==> src/rtl/accum_seq_pkg.sv <==
package accum_seq_pkg;
    typedef enum logic [1:0] {
        ST_LOAD   = 2'd0,
        ST_GATHER = 2'd1,
        ST_PROC   = 2'd2,
        ST_XFER   = 2'd3
    } seq_state_t;

    typedef enum logic [1:0] {
        CH_CUR_A  = 2'd0,
        CH_VOLT_A = 2'd1,
        CH_CUR_B  = 2'd2,
        CH_VOLT_B = 2'd3
    } chan_t;

    localparam int IRQ_PROC = 0;
    localparam int IRQ_XFER = 1;
    localparam int IRQ_NUM  = 2;
endpackage

==> src/rtl/acc_chan_step.sv <==
module acc_chan_step #(
    parameter int CH_NUM = 4,
    parameter int CH_W   = $clog2(CH_NUM)
) (
    input  logic            clk,
    input  logic            rst_n,
    input  logic            adv,
    output logic [CH_W-1:0] chan,
    output logic            wrap
);
    localparam logic [CH_W-1:0] LAST_CH = CH_W'(CH_NUM - 1);

    assign wrap = adv && (chan == LAST_CH);

    always_ff @(posedge clk) begin
        if (!rst_n) begin
            chan <= '0;
        end else if (adv) begin
            chan <= wrap ? '0 : chan + 1'b1;
        end
    end
endmodule

==> src/rtl/acc_ivl_count.sv <==
module acc_ivl_count #(
    parameter int CNT_W = 8
) (
    input  logic             clk,
    input  logic             rst_n,
    input  logic             load,
    input  logic [CNT_W-1:0] cfg_pre,
    input  logic [CNT_W-1:0] cfg_sum,
    input  logic             adv,
    output logic             last
);
    localparam logic [CNT_W-1:0] ONE = CNT_W'(1);

    logic [CNT_W-1:0] pre_lim, sum_lim;
    logic [CNT_W-1:0] samp_cnt, sum_cnt;
    logic             samp_wrap, sum_wrap;

    assign samp_wrap = (samp_cnt == pre_lim - ONE);
    assign sum_wrap  = (sum_cnt == sum_lim - ONE);
    assign last      = samp_wrap && sum_wrap;

    always_ff @(posedge clk) begin
        if (!rst_n) begin
            pre_lim  <= ONE;
            sum_lim  <= ONE;
            samp_cnt <= '0;
            sum_cnt  <= '0;
        end else if (load) begin
            pre_lim  <= (cfg_pre == '0) ? ONE : cfg_pre;
            sum_lim  <= (cfg_sum == '0) ? ONE : cfg_sum;
            samp_cnt <= '0;
            sum_cnt  <= '0;
        end else if (adv) begin
            if (samp_wrap) begin
                samp_cnt <= '0;
                sum_cnt  <= sum_wrap ? '0 : sum_cnt + ONE;
            end else begin
                samp_cnt <= samp_cnt + ONE;
            end
        end
    end
endmodule

==> src/rtl/acc_irq_edge.sv <==
module acc_irq_edge (
    input  logic clk,
    input  logic rst_n,
    input  logic busy,
    input  logic clr,
    output logic irq,
    output logic flag
);
    logic busy_d1;

    assign irq = busy_d1 && !busy;

    always_ff @(posedge clk) begin
        if (!rst_n) begin
            busy_d1 <= 1'b0;
            flag    <= 1'b0;
        end else begin
            busy_d1 <= busy;
            if (irq) begin
                flag <= 1'b1;
            end else if (clr) begin
                flag <= 1'b0;
            end
        end
    end
endmodule

==> src/rtl/accum_seq_top.sv <==
module accum_seq_top
    import accum_seq_pkg::*;
#(
    parameter int CH_NUM      = 4,
    parameter int CH_W        = $clog2(CH_NUM),
    parameter int CNT_W       = 8,
    parameter int XLEN_W      = 8,
    parameter int PROC_CYCLES = 4
) (
    input  logic              clk,
    input  logic              rst_n,
    input  logic              sample_stb,
    input  logic [CNT_W-1:0]  cfg_pre_samps,
    input  logic [CNT_W-1:0]  cfg_sum_cycles,
    input  logic [XLEN_W-1:0] cfg_xfer_len,
    input  logic [1:0]        flag_clr,
    output logic [CH_W-1:0]   chan_sel,
    output logic              proc_busy,
    output logic              xfer_busy,
    output logic              proc_irq,
    output logic              xfer_irq,
    output logic              proc_flag,
    output logic              xfer_flag
);
    localparam int PC_W = $clog2(PROC_CYCLES + 1);
    localparam logic [PC_W-1:0]   PROC_LAST = PC_W'(PROC_CYCLES - 1);
    localparam logic [XLEN_W-1:0] XONE      = XLEN_W'(1);

    seq_state_t        state, nxt;
    logic [PC_W-1:0]   proc_cnt;
    logic [XLEN_W-1:0] xfer_cnt, xfer_lim;
    logic              ivl_done;
    logic              stb_ok, mux_done, ivl_last;
    logic [IRQ_NUM-1:0] busy_vec, irq_vec, flag_vec;

    assign stb_ok = sample_stb && (state == ST_GATHER);

    acc_chan_step #(.CH_NUM(CH_NUM), .CH_W(CH_W)) chan_i (
        .clk  (clk),
        .rst_n(rst_n),
        .adv  (stb_ok),
        .chan (chan_sel),
        .wrap (mux_done)
    );

    acc_ivl_count #(.CNT_W(CNT_W)) ivl_i (
        .clk    (clk),
        .rst_n  (rst_n),
        .load   (state == ST_LOAD),
        .cfg_pre(cfg_pre_samps),
        .cfg_sum(cfg_sum_cycles),
        .adv    (mux_done),
        .last   (ivl_last)
    );

    // State register
    always_ff @(posedge clk) begin
        if (!rst_n) begin
            state <= ST_LOAD;
        end else begin
            state <= nxt;
        end
    end

    // Next-state decision
    always_comb begin
        nxt = state;
        unique case (state)
            ST_LOAD:   nxt = ST_GATHER;
            ST_GATHER: if (mux_done) nxt = ST_PROC;
            ST_PROC:   if (proc_cnt == PROC_LAST) nxt = ivl_done ? ST_XFER : ST_GATHER;
            ST_XFER:   if (xfer_cnt == xfer_lim - XONE) nxt = ST_LOAD;
            default:   nxt = ST_LOAD;
        endcase
    end

    // Dwell timers and interval-end marker
    always_ff @(posedge clk) begin
        if (!rst_n) begin
            proc_cnt <= '0;
            xfer_cnt <= '0;
            xfer_lim <= XONE;
            ivl_done <= 1'b0;
        end else begin
            if (state != nxt) begin
                proc_cnt <= '0;
                xfer_cnt <= '0;
            end else if (state == ST_PROC) begin
                proc_cnt <= proc_cnt + 1'b1;
            end else if (state == ST_XFER) begin
                xfer_cnt <= xfer_cnt + XONE;
            end
            if (state == ST_PROC && nxt == ST_XFER) begin
                xfer_lim <= (cfg_xfer_len == '0) ? XONE : cfg_xfer_len;
                ivl_done <= 1'b0;
            end else if (mux_done && ivl_last) begin
                ivl_done <= 1'b1;
            end
        end
    end

    // Output decode
    always_comb begin
        proc_busy = 1'b0;
        xfer_busy = 1'b0;
        unique case (state)
            ST_LOAD:   ;
            ST_GATHER: ;
            ST_PROC:   proc_busy = 1'b1;
            ST_XFER:   xfer_busy = 1'b1;
            default:   ;
        endcase
    end

    assign busy_vec[IRQ_PROC] = proc_busy;
    assign busy_vec[IRQ_XFER] = xfer_busy;

    for (genvar g = 0; g < IRQ_NUM; g++) begin : g_irq
        acc_irq_edge irq_i (
            .clk  (clk),
            .rst_n(rst_n),
            .busy (busy_vec[g]),
            .clr  (flag_clr[g]),
            .irq  (irq_vec[g]),
            .flag (flag_vec[g])
        );
    end

    assign proc_irq  = irq_vec[IRQ_PROC];
    assign xfer_irq  = irq_vec[IRQ_XFER];
    assign proc_flag = flag_vec[IRQ_PROC];
    assign xfer_flag = flag_vec[IRQ_XFER];
endmodule

==> config.mk <==
export PLATFORM = sky130hd
export DESIGN_NAME = accum_seq_top
export DESIGN_NICKNAME = d
export VERILOG_FILES = /design/src/rtl/accum_seq_pkg.sv /design/src/rtl/acc_chan_step.sv /design/src/rtl/acc_ivl_count.sv /design/src/rtl/acc_irq_edge.sv /design/src/rtl/accum_seq_top.sv
export SDC_FILE = /design/constraint.sdc
export NUM_CORES = 1
export LEC_CHECK = 0
export BUFFER_PORTS_ARGS = -buffer_cell sky130_fd_sc_hd__buf_2
export CAP_MARGIN = 40
export CORE_MARGIN = 3
export CORE_UTILIZATION = 55
export CTS_CLUSTER_SIZE = 30
export DETAILED_ROUTE_END_ITERATION = 10
export PLACE_DENSITY = 0.8
export SLEW_MARGIN = 15
export SYNTH_ARGS = -nofsm -noshare
export SYNTH_HDL_FRONTEND = slang
export SYNTH_SLANG_ARGS = --single-unit
==> constraint.sdc <==
create_clock -name clk -period 4.9 [get_ports clk]
set_input_delay 0.245 -clock clk [delete_from_list [all_inputs] [get_ports clk]]
set_output_delay 0.245 -clock clk [all_outputs]
set_load 0.1 [all_outputs]
==> results of run 1 <==
## sequential cells by signal, indices dropped and copies added (netlist names)
| signal | flops |
|---|---|
| xfer_lim | 8 |
| proc_cnt | 3 |
| g_irq.irq_i.busy_d1 | 2 |
| xfer_cnt | 8 |
| g_irq.irq_i.flag | 2 |
| chan_i.chan | 2 |
| ivl_i.sum_cnt | 8 |
| ivl_i.sum_lim | 8 |
| ivl_i.samp_cnt | 8 |
| state | 2 |
| ivl_i.pre_lim | 8 |
| ivl_done | 1 |
## stage by stage
step | cells | power (mW)
6_report | 486 | 1.080
5_1_grt | 486 | 1.130
4_1_cts | 486 | 1.091
3_5_place_dp | 472 | 0.6836
3_3_place_gp | 472 | 0.6797
2_1_floorplan | 381 | 0.6439
## cells in the mapped netlist (2+ instances only)
cell type | number | area, um^2
dfxtp_1 | 60 | 1201
nand2_1 | 32 | 120.1
xor2_1 | 24 | 210.2
nor3_1 | 19 | 95.09
xnor2_1 | 19 | 166.4
nand3_1 | 18 | 90.09
clkbuf_1 | 14 | 52.55
inv_1 | 13 | 48.80
nor2_1 | 13 | 48.80
a22o_1 | 12 | 105.1
ha_1 | 9 | 112.6
a21oi_1 | 8 | 40.04
and3_1 | 8 | 50.05
nor2b_1 | 8 | 50.05
a21boi_0 | 7 | 52.55
a32o_1 | 7 | 70.07
o211ai_1 | 7 | 52.55
and2_1 | 6 | 37.54
nand4_1 | 6 | 37.54
nor3_2 | 6 | 60.06
nor4_1 | 6 | 37.54
mux2i_1 | 5 | 50.05
o21a_1 | 5 | 37.54
o21ai_0 | 5 | 25.02
or4_1 | 5 | 37.54
nor3b_1 | 4 | 30.03
buf_2 | 3 | 15.01
nand2b_1 | 3 | 18.77
nand3b_1 | 3 | 22.52
nand4b_1 | 3 | 26.28
nor2_2 | 3 | 18.77
a211oi_1 | 2 | 15.01
a21bo_2 | 2 | 20.02
and4_1 | 2 | 17.52
buf_1 | 2 | 7.510
o21bai_1 | 2 | 15.01
o31ai_1 | 2 | 15.01
o32a_1 | 2 | 20.02
or3_1 | 2 | 12.51
## layer usage
layer / routed length, um / up-vias / GRT usage
met5: 0 / - / 0
met4: 73 / 0 / 0.05180
met3: 360 / 9 / 0.06673
met2: 3392 / 69 / 0.3416
met1: 3497 / 1405 / 0.2816
li1: - / 1467 / -
## layout make-up
| type | count | area (um^2) |
|---|---|---|
| multi-input cells | 288 | 2061 |
| fillers | 501 | 1964 |
| flip-flops and latches | 60 | 1201 |
| repair buffers | 39 | 202.7 |
| clock buffers | 12 | 165.2 |
| well taps | 72 | 90.09 |
| inverters | 13 | 48.80 |
| clock inverters | 2 | 10.01 |
## power by group
group          switching (mW)  leakage [nW]  internal [mW]
sequential             0.0234         0.487          0.504
combinational          0.0862         0.892         0.0618
clock                   0.187        0.0941          0.217
## critical path: cells and delay by family, from the launching register on
family / cells / cell delay [ps]
compound gates: 1 / 620
xor+xnor: 1 / 180
fa+ha+maj: 1 / 170
buf+inv: 1 / 70
flops: 1 / 360
simple gates: 4 / 1080
## kinds of logic after synthesis
group / after synthesis / share of synthesized area
simple gates: 154 / 0.2600
buf+inv: 33 / 0.03978
fa+ha+maj: 9 / 0.03315
xor+xnor: 43 / 0.1109
flops: 60 / 0.3536
compound gates: 77 / 0.1878
mux: 5 / 0.01473
## path summary, 6_finish.rpt
kind,start,endpoint,slack [ps]
setup / recovery,ivl_i.pre_lim[0],ivl_i.samp_cnt[5],2290
hold / removal,cfg_sum_cycles[1],ivl_i.sum_lim[1],120
setup reg to reg,ivl_i.pre_lim[0],ivl_i.samp_cnt[5],2290
hold reg to reg,xfer_lim[7],xfer_lim[7],510
==> summary.txt, run 1 <==
Placed design
  – Placed cell areas: 3603 um^2
  – Hpwl dp: 5337 um
  – Port Buf Inserts: 36
  – Routability cong.: 0.8047
  – Worst slack at placement: 2324 ps

GRT
  – Vias in the first global route: approximately 2800
  – Antenna violations before repair: 0
  – First-pass GRT wire length: ~13000 um
  – Total grt overflow: 0
  – GRT Overall Usage: 0.2137
  – Largest net degree at the start of global routing: 23

Flow run
  – Max Cap Violations: 0

Power
  – Power density cells: 285.7 nW/um^2
  – Worst VDD drop: approximately 0.26 mV
  – Leak: between 1 and 1.5 nW

Logic synthesis
  – Avg Inst Size Synth: 8.916 um^2
  – Synth unique cells: 63
  – Synthesis-stage register bit count: 60
  – Post-synthesis cell area: 3397 um^2
  – Post-synth EDFFs: 0
  – Synth warn: 0
  – Cells after Synth: 381
  – Ys async rst share: 0
  – Seq/Total Area, Yosys: 0.3536
  – Prevailing post-synth register cell: dfxtp_1
  – Syn nets: ~420

Finish
  – Commonest non-fill, non-tap cell in the layout: dfxtp_1
  – Layout Nets: 449
  – Fin util: 0.6580
  – Share of layout cells above drive strength 1: 0.1787
  – # diodes: 0
  – Design Area, Final: 3779 um^2
  – Synthesis-to-finish area growth: 11.23%
  – Commonest non-fill, non-tap cells in the layout: dfxtp_1, buf_2, nand2_1

STA
  – Fin. max-slew vios: 0
  – RSZ-0062 raised after global routing: false
  – Post-layout minimum cycle time: between 2000 and 3000 ps
  – Setup TNS: 0 ps
  – Final setup viols: 0
  – Tightest Pin Transition: 705.4 ps
  – Slew HR: 0.5275
  – Setup Skew: 7.312 ps
  – Fin. Hold Viols: 0
  – Fmax: 0.3833 GHz
  – Min Hold Slack: 120.1 ps
  – Period utilization: 0.5324
  – Setup ws final: 2291 ps

Run status
  – Run status: finished clean

Clock tree
  – Worst-path clk slew: approximately 70 ps
  – Clock buffer count from CTS: 9
  – Post-CTS Setup Inserts: 0
  – CTS Buffer Depth: 2
  – Sink Count: 60
  – CTS Hold Buffers Added: 0
  – Max H-tree Level: 3
  – Post-CTS sizing: 0
  – CTS tree: done
  – Clk_lat worst skew: roughly 340 ps
  – Root Driver: clkbuf_8

Setup path
  – CP arrival: 2820 ps
  – Crit-path slowest cell: a31oi_1
  – Worst-path fanout max: 8
  – Worst path cell trace: inv_1, ha_1, nor3b_1, xor2_1, nand3_1, a31oi_1, and2_1, nor3_1
  – Crit-path max cell delay: 620 ps
  – Req. time, crit path: 5120 ps
  – Register-to-Register Path Depth: 8
  – WS Path Type: register to register
  – Crit. End Element: register
  – Crit start category: register

Floorplanning
  – Die width: 84.59 um
  – Io pins: 37
  – # rows: 27
  – Core footprint: roughly 5700 um^2
  – Die Height: 84.59 um
  – Initial Utilization: 0.5915
  – Die area: between 7000 and 8000 um^2

Detailed routing
  – Via count: slightly below 3000
  – Initial drt markers: 141
  – Final ANT Viol Nets: 0
  – Iteration count of the initial detailed-routing pass: 4
  – WL final: 7322 um
  – Routed vias/inst: 6.070
  – # DRC: 0
  – Wirelength per Cell: 15.07 um

Worst hold path
  – Min-delay worst type: primary input to register
  – Hold Path Stages: 3
(Power assumes the default switching activity.)
==> inputs of run 2 (changes only) <==
==> constraint.sdc (replaced) <==
create_clock -name clk -period 2.5 [get_ports clk]
set_input_delay 0.125 -clock clk [delete_from_list [all_inputs] [get_ports clk]]
set_output_delay 0.125 -clock clk [all_outputs]
set_load 0.1 [all_outputs]
==> run 2 against run 1 <==
Sequential share of layout area fell by 0.92 points. Non-clock buffer count rose by 15. Largest power group unchanged. Critical endpoint is now ivl_i.sum_cnt[7]. Die area did not move. Total power rose by 99%. Critical path depth fell by 2. Sequential cell count did not move. Hold slack got worse by 110 ps. Register-to-register slack got worse by 2100 ps. Maximum frequency rose by 12%.
==> summary.txt, run 2 (same netlist as run 1, synthesis figures left out) <==
Floorplanning
  – Initial Utilization: 0.5915 (unchanged)
  – # rows: 27 (unchanged)
  – Die Height: 84.59 um (unchanged)
  – Io pins: 37 (unchanged)
  – Die width: 84.59 um (unchanged)
  – Die area: 7155 um^2 (unchanged)
  – Core footprint: 5743 um^2 (unchanged)

STA
  – Final setup viols: 0 (unchanged)
  – Period utilization: 0.9321 (+0.3997)
  – Tightest Pin Transition: 632.6 ps (-72.78 ps)
  – RSZ-0062 raised after global routing: false
  – Post-layout minimum cycle time: 2330 ps (-278.6 ps)
  – Setup Skew: 6.872 ps (-0.4394 ps)
  – Fin. Hold Viols: 0 (unchanged)
  – Setup ws final: 169.7 ps (-2121 ps)
  – Min Hold Slack: 12.35 ps (-107.8 ps)
  – Fin. max-slew vios: 0 (unchanged)
  – Fmax: 0.4291 GHz (+12%)
  – Slew HR: 0.5774 (+0.04985)

Power
  – Switching power: 573.2 uW (+93%)
  – Leak: 1.545 nW (+4.9%)
  – Worst VDD drop: 0.5133 mV (+97%)
  – Power density cells: 549.8 nW/um^2 (+92%)
  – Clk pwr share: 0.370 (-0.005)
  – Comb power frac: 0.151 (+0.014)
  – Flop pwr share: 0.479 (-0.009)
  – Net Sw Frac: 0.2670 (-0.007765)
  – Int Pwr: 1.573 mW (+100%)

Placed design
  – Routability cong.: 0.8008 (-0.48%)
  – Port Buf Inserts: 36 (unchanged)
  – Worst slack at placement: 80.49 ps (-2243 ps)
  – Hpwl dp: 5621 um (+5.3%)

Setup path
  – FF-to-FF Start: ivl_i.pre_lim[0]
  – Crit. End Element: register
  – Req. time, crit path: 2780 ps (-2340 ps)
  – CP arrival: 2610 ps (-210 ps)
  – CP Launch Point: ivl_i.pre_lim[0]
  – Crit start category: register
  – WS Path Type: register to register
  – Worst-path fanout max: 6 (-2)

GRT
  – Met1 usage: 0.2936 (+0.01198)
  – Grt met3 use: 0.06379 (-0.002944)
  – Largest net degree at the start of global routing: 23 (unchanged)
  – Met2 GRT Util: 0.3537 (+0.01210)
  – Total grt overflow: 0 (unchanged)
  – Antenna violations before repair: 0 (unchanged)
  – First-pass GRT wire length: 13300 um (+5.1%)
  – Vias in the first global route: 2846 (+3.0%)
  – GRT Overall Usage: 0.2231 (+0.009329)
  – Busiest layer in global routing: met2

Detailed routing
  – Iteration count of the initial detailed-routing pass: 4 (unchanged)
  – Final ANT Viol Nets: 0 (unchanged)
  – # DRC: 0 (unchanged)
  – Initial drt markers: 170 (+21%)
  – Routed vias/inst: 6.046 (-0.40%)
  – Via count: 3029 (+2.7%)
  – Wirelength per Cell: 15.17 um (+0.66%)
  – WL final: 7598 um (+3.8%)

Clock tree
  – Root Driver: clkbuf_8
  – CTS tree: done
  – Max H-tree Level: 3 (unchanged)
  – Clock buffer count from CTS: 9 (unchanged)
  – CTS Buffer Depth: 2 (unchanged)
  – Clk_lat worst skew: 340 ps (about the same)
  – Sink Count: 60 (unchanged)
  – Worst-path clk slew: 60 ps (about the same)

Finish
  – Synthesis-to-finish area growth: 14.92%
  – Layout Nets: 464 (+3.3%)
  – Multi-input gate area in the final layout: 2071 um^2 (+0.49%)
  – Commonest non-fill, non-tap cell in the layout: dfxtp_1
  – Commonest non-fill, non-tap cells in the layout: dfxtp_1, buf_2, nand2_1
  – Storage cell area: 1205 um^2 (+0.31%)
  – Share of layout cells above drive strength 1: 0.2168 (+0.03804)
  – # diodes: 0 (unchanged)
  – Fillers: 482 (-3.8%)

Run status
  – Run status: finished clean

Worst hold path
  – Hold wc startpoint: cfg_pre_samps[1]
  – Min-delay worst type: primary input to register

Flow run
  – Max Cap Violations: 0 (unchanged)
run 2: cell types whose count changed in the layout (fill, tap and decap cells not counted), sizes merged:
| cell | before | now |
|---|---|---|
| bufinv | 0 | 1 |
| dlygate4sd3 | 0 | 1 |
| buf | 39 | 53 |
| clkbuf | 12 | 11 |
run 2: area by class of cell:
cell class | instances | area share
multi-input cells | 288 | 0.5305
flip-flops and latches | 60 | 0.3087
inverters | 13 | 0.01250
clock inverters | 3 | 0.01026
well taps | 72 | 0.02308
clock buffers | 11 | 0.03365
repair buffers | 54 | 0.08141
run 2: stage by stage:
stage               area [um^2]  utilization  setup TNS, ps  cells  total power [mW]
floorplan                  3402            -         -68.93    381             1.263
global placement           3714       0.6466              0    486             1.348
detailed placement         3714       0.6466              0    486             1.362
CTS                        3895       0.6782              0    501             2.155
global route               3904       0.6797              0    501             2.239
finish                     3904       0.6797              0    501             2.146
run 2: path summary, 6_finish.rpt:
kind              slack (ps)               end  cells after the start
setup / recovery         170  ivl_i.sum_cnt[7]                      6
hold / removal            10  ivl_i.pre_lim[1]                      3
setup reg to reg         170  ivl_i.sum_cnt[7]                      6
hold reg to reg          490       xfer_lim[7]                      2
run 2: what timing repair did:
item	in CTS	in global routing
endpoints found under the hold margin	1	0
gates resized for setup	0	4
setup buffers	0	0
hold buffers	1	0
setup endpoints to repair	0	7
run 2: critical path: stages (launching register included):
cell and delay (ps):
dfxtp_1 340, or4_1 560, or4_1 490, o311a_1 140, a32oi_2 270, and3_2 310
a32o_1 150
run 2: power groups by stage:
stage	logic (mW)	clock network [mW]	registers (mW)
after floorplan	0.210	0	1.05
after global placement	0.302	0	1.05
after detailed placement	0.314	0	1.05
after CTS	0.320	0.808	1.03
after global routing	0.356	0.847	1.04
final	0.324	0.794	1.03
run 2: per-layer routing:
layer | part of all wire | wire, um
met5 | 0 | 0
met1 | 0.47 | 3546
met4 | 0.016 | 119
met2 | 0.47 | 3595
met3 | 0.044 | 337
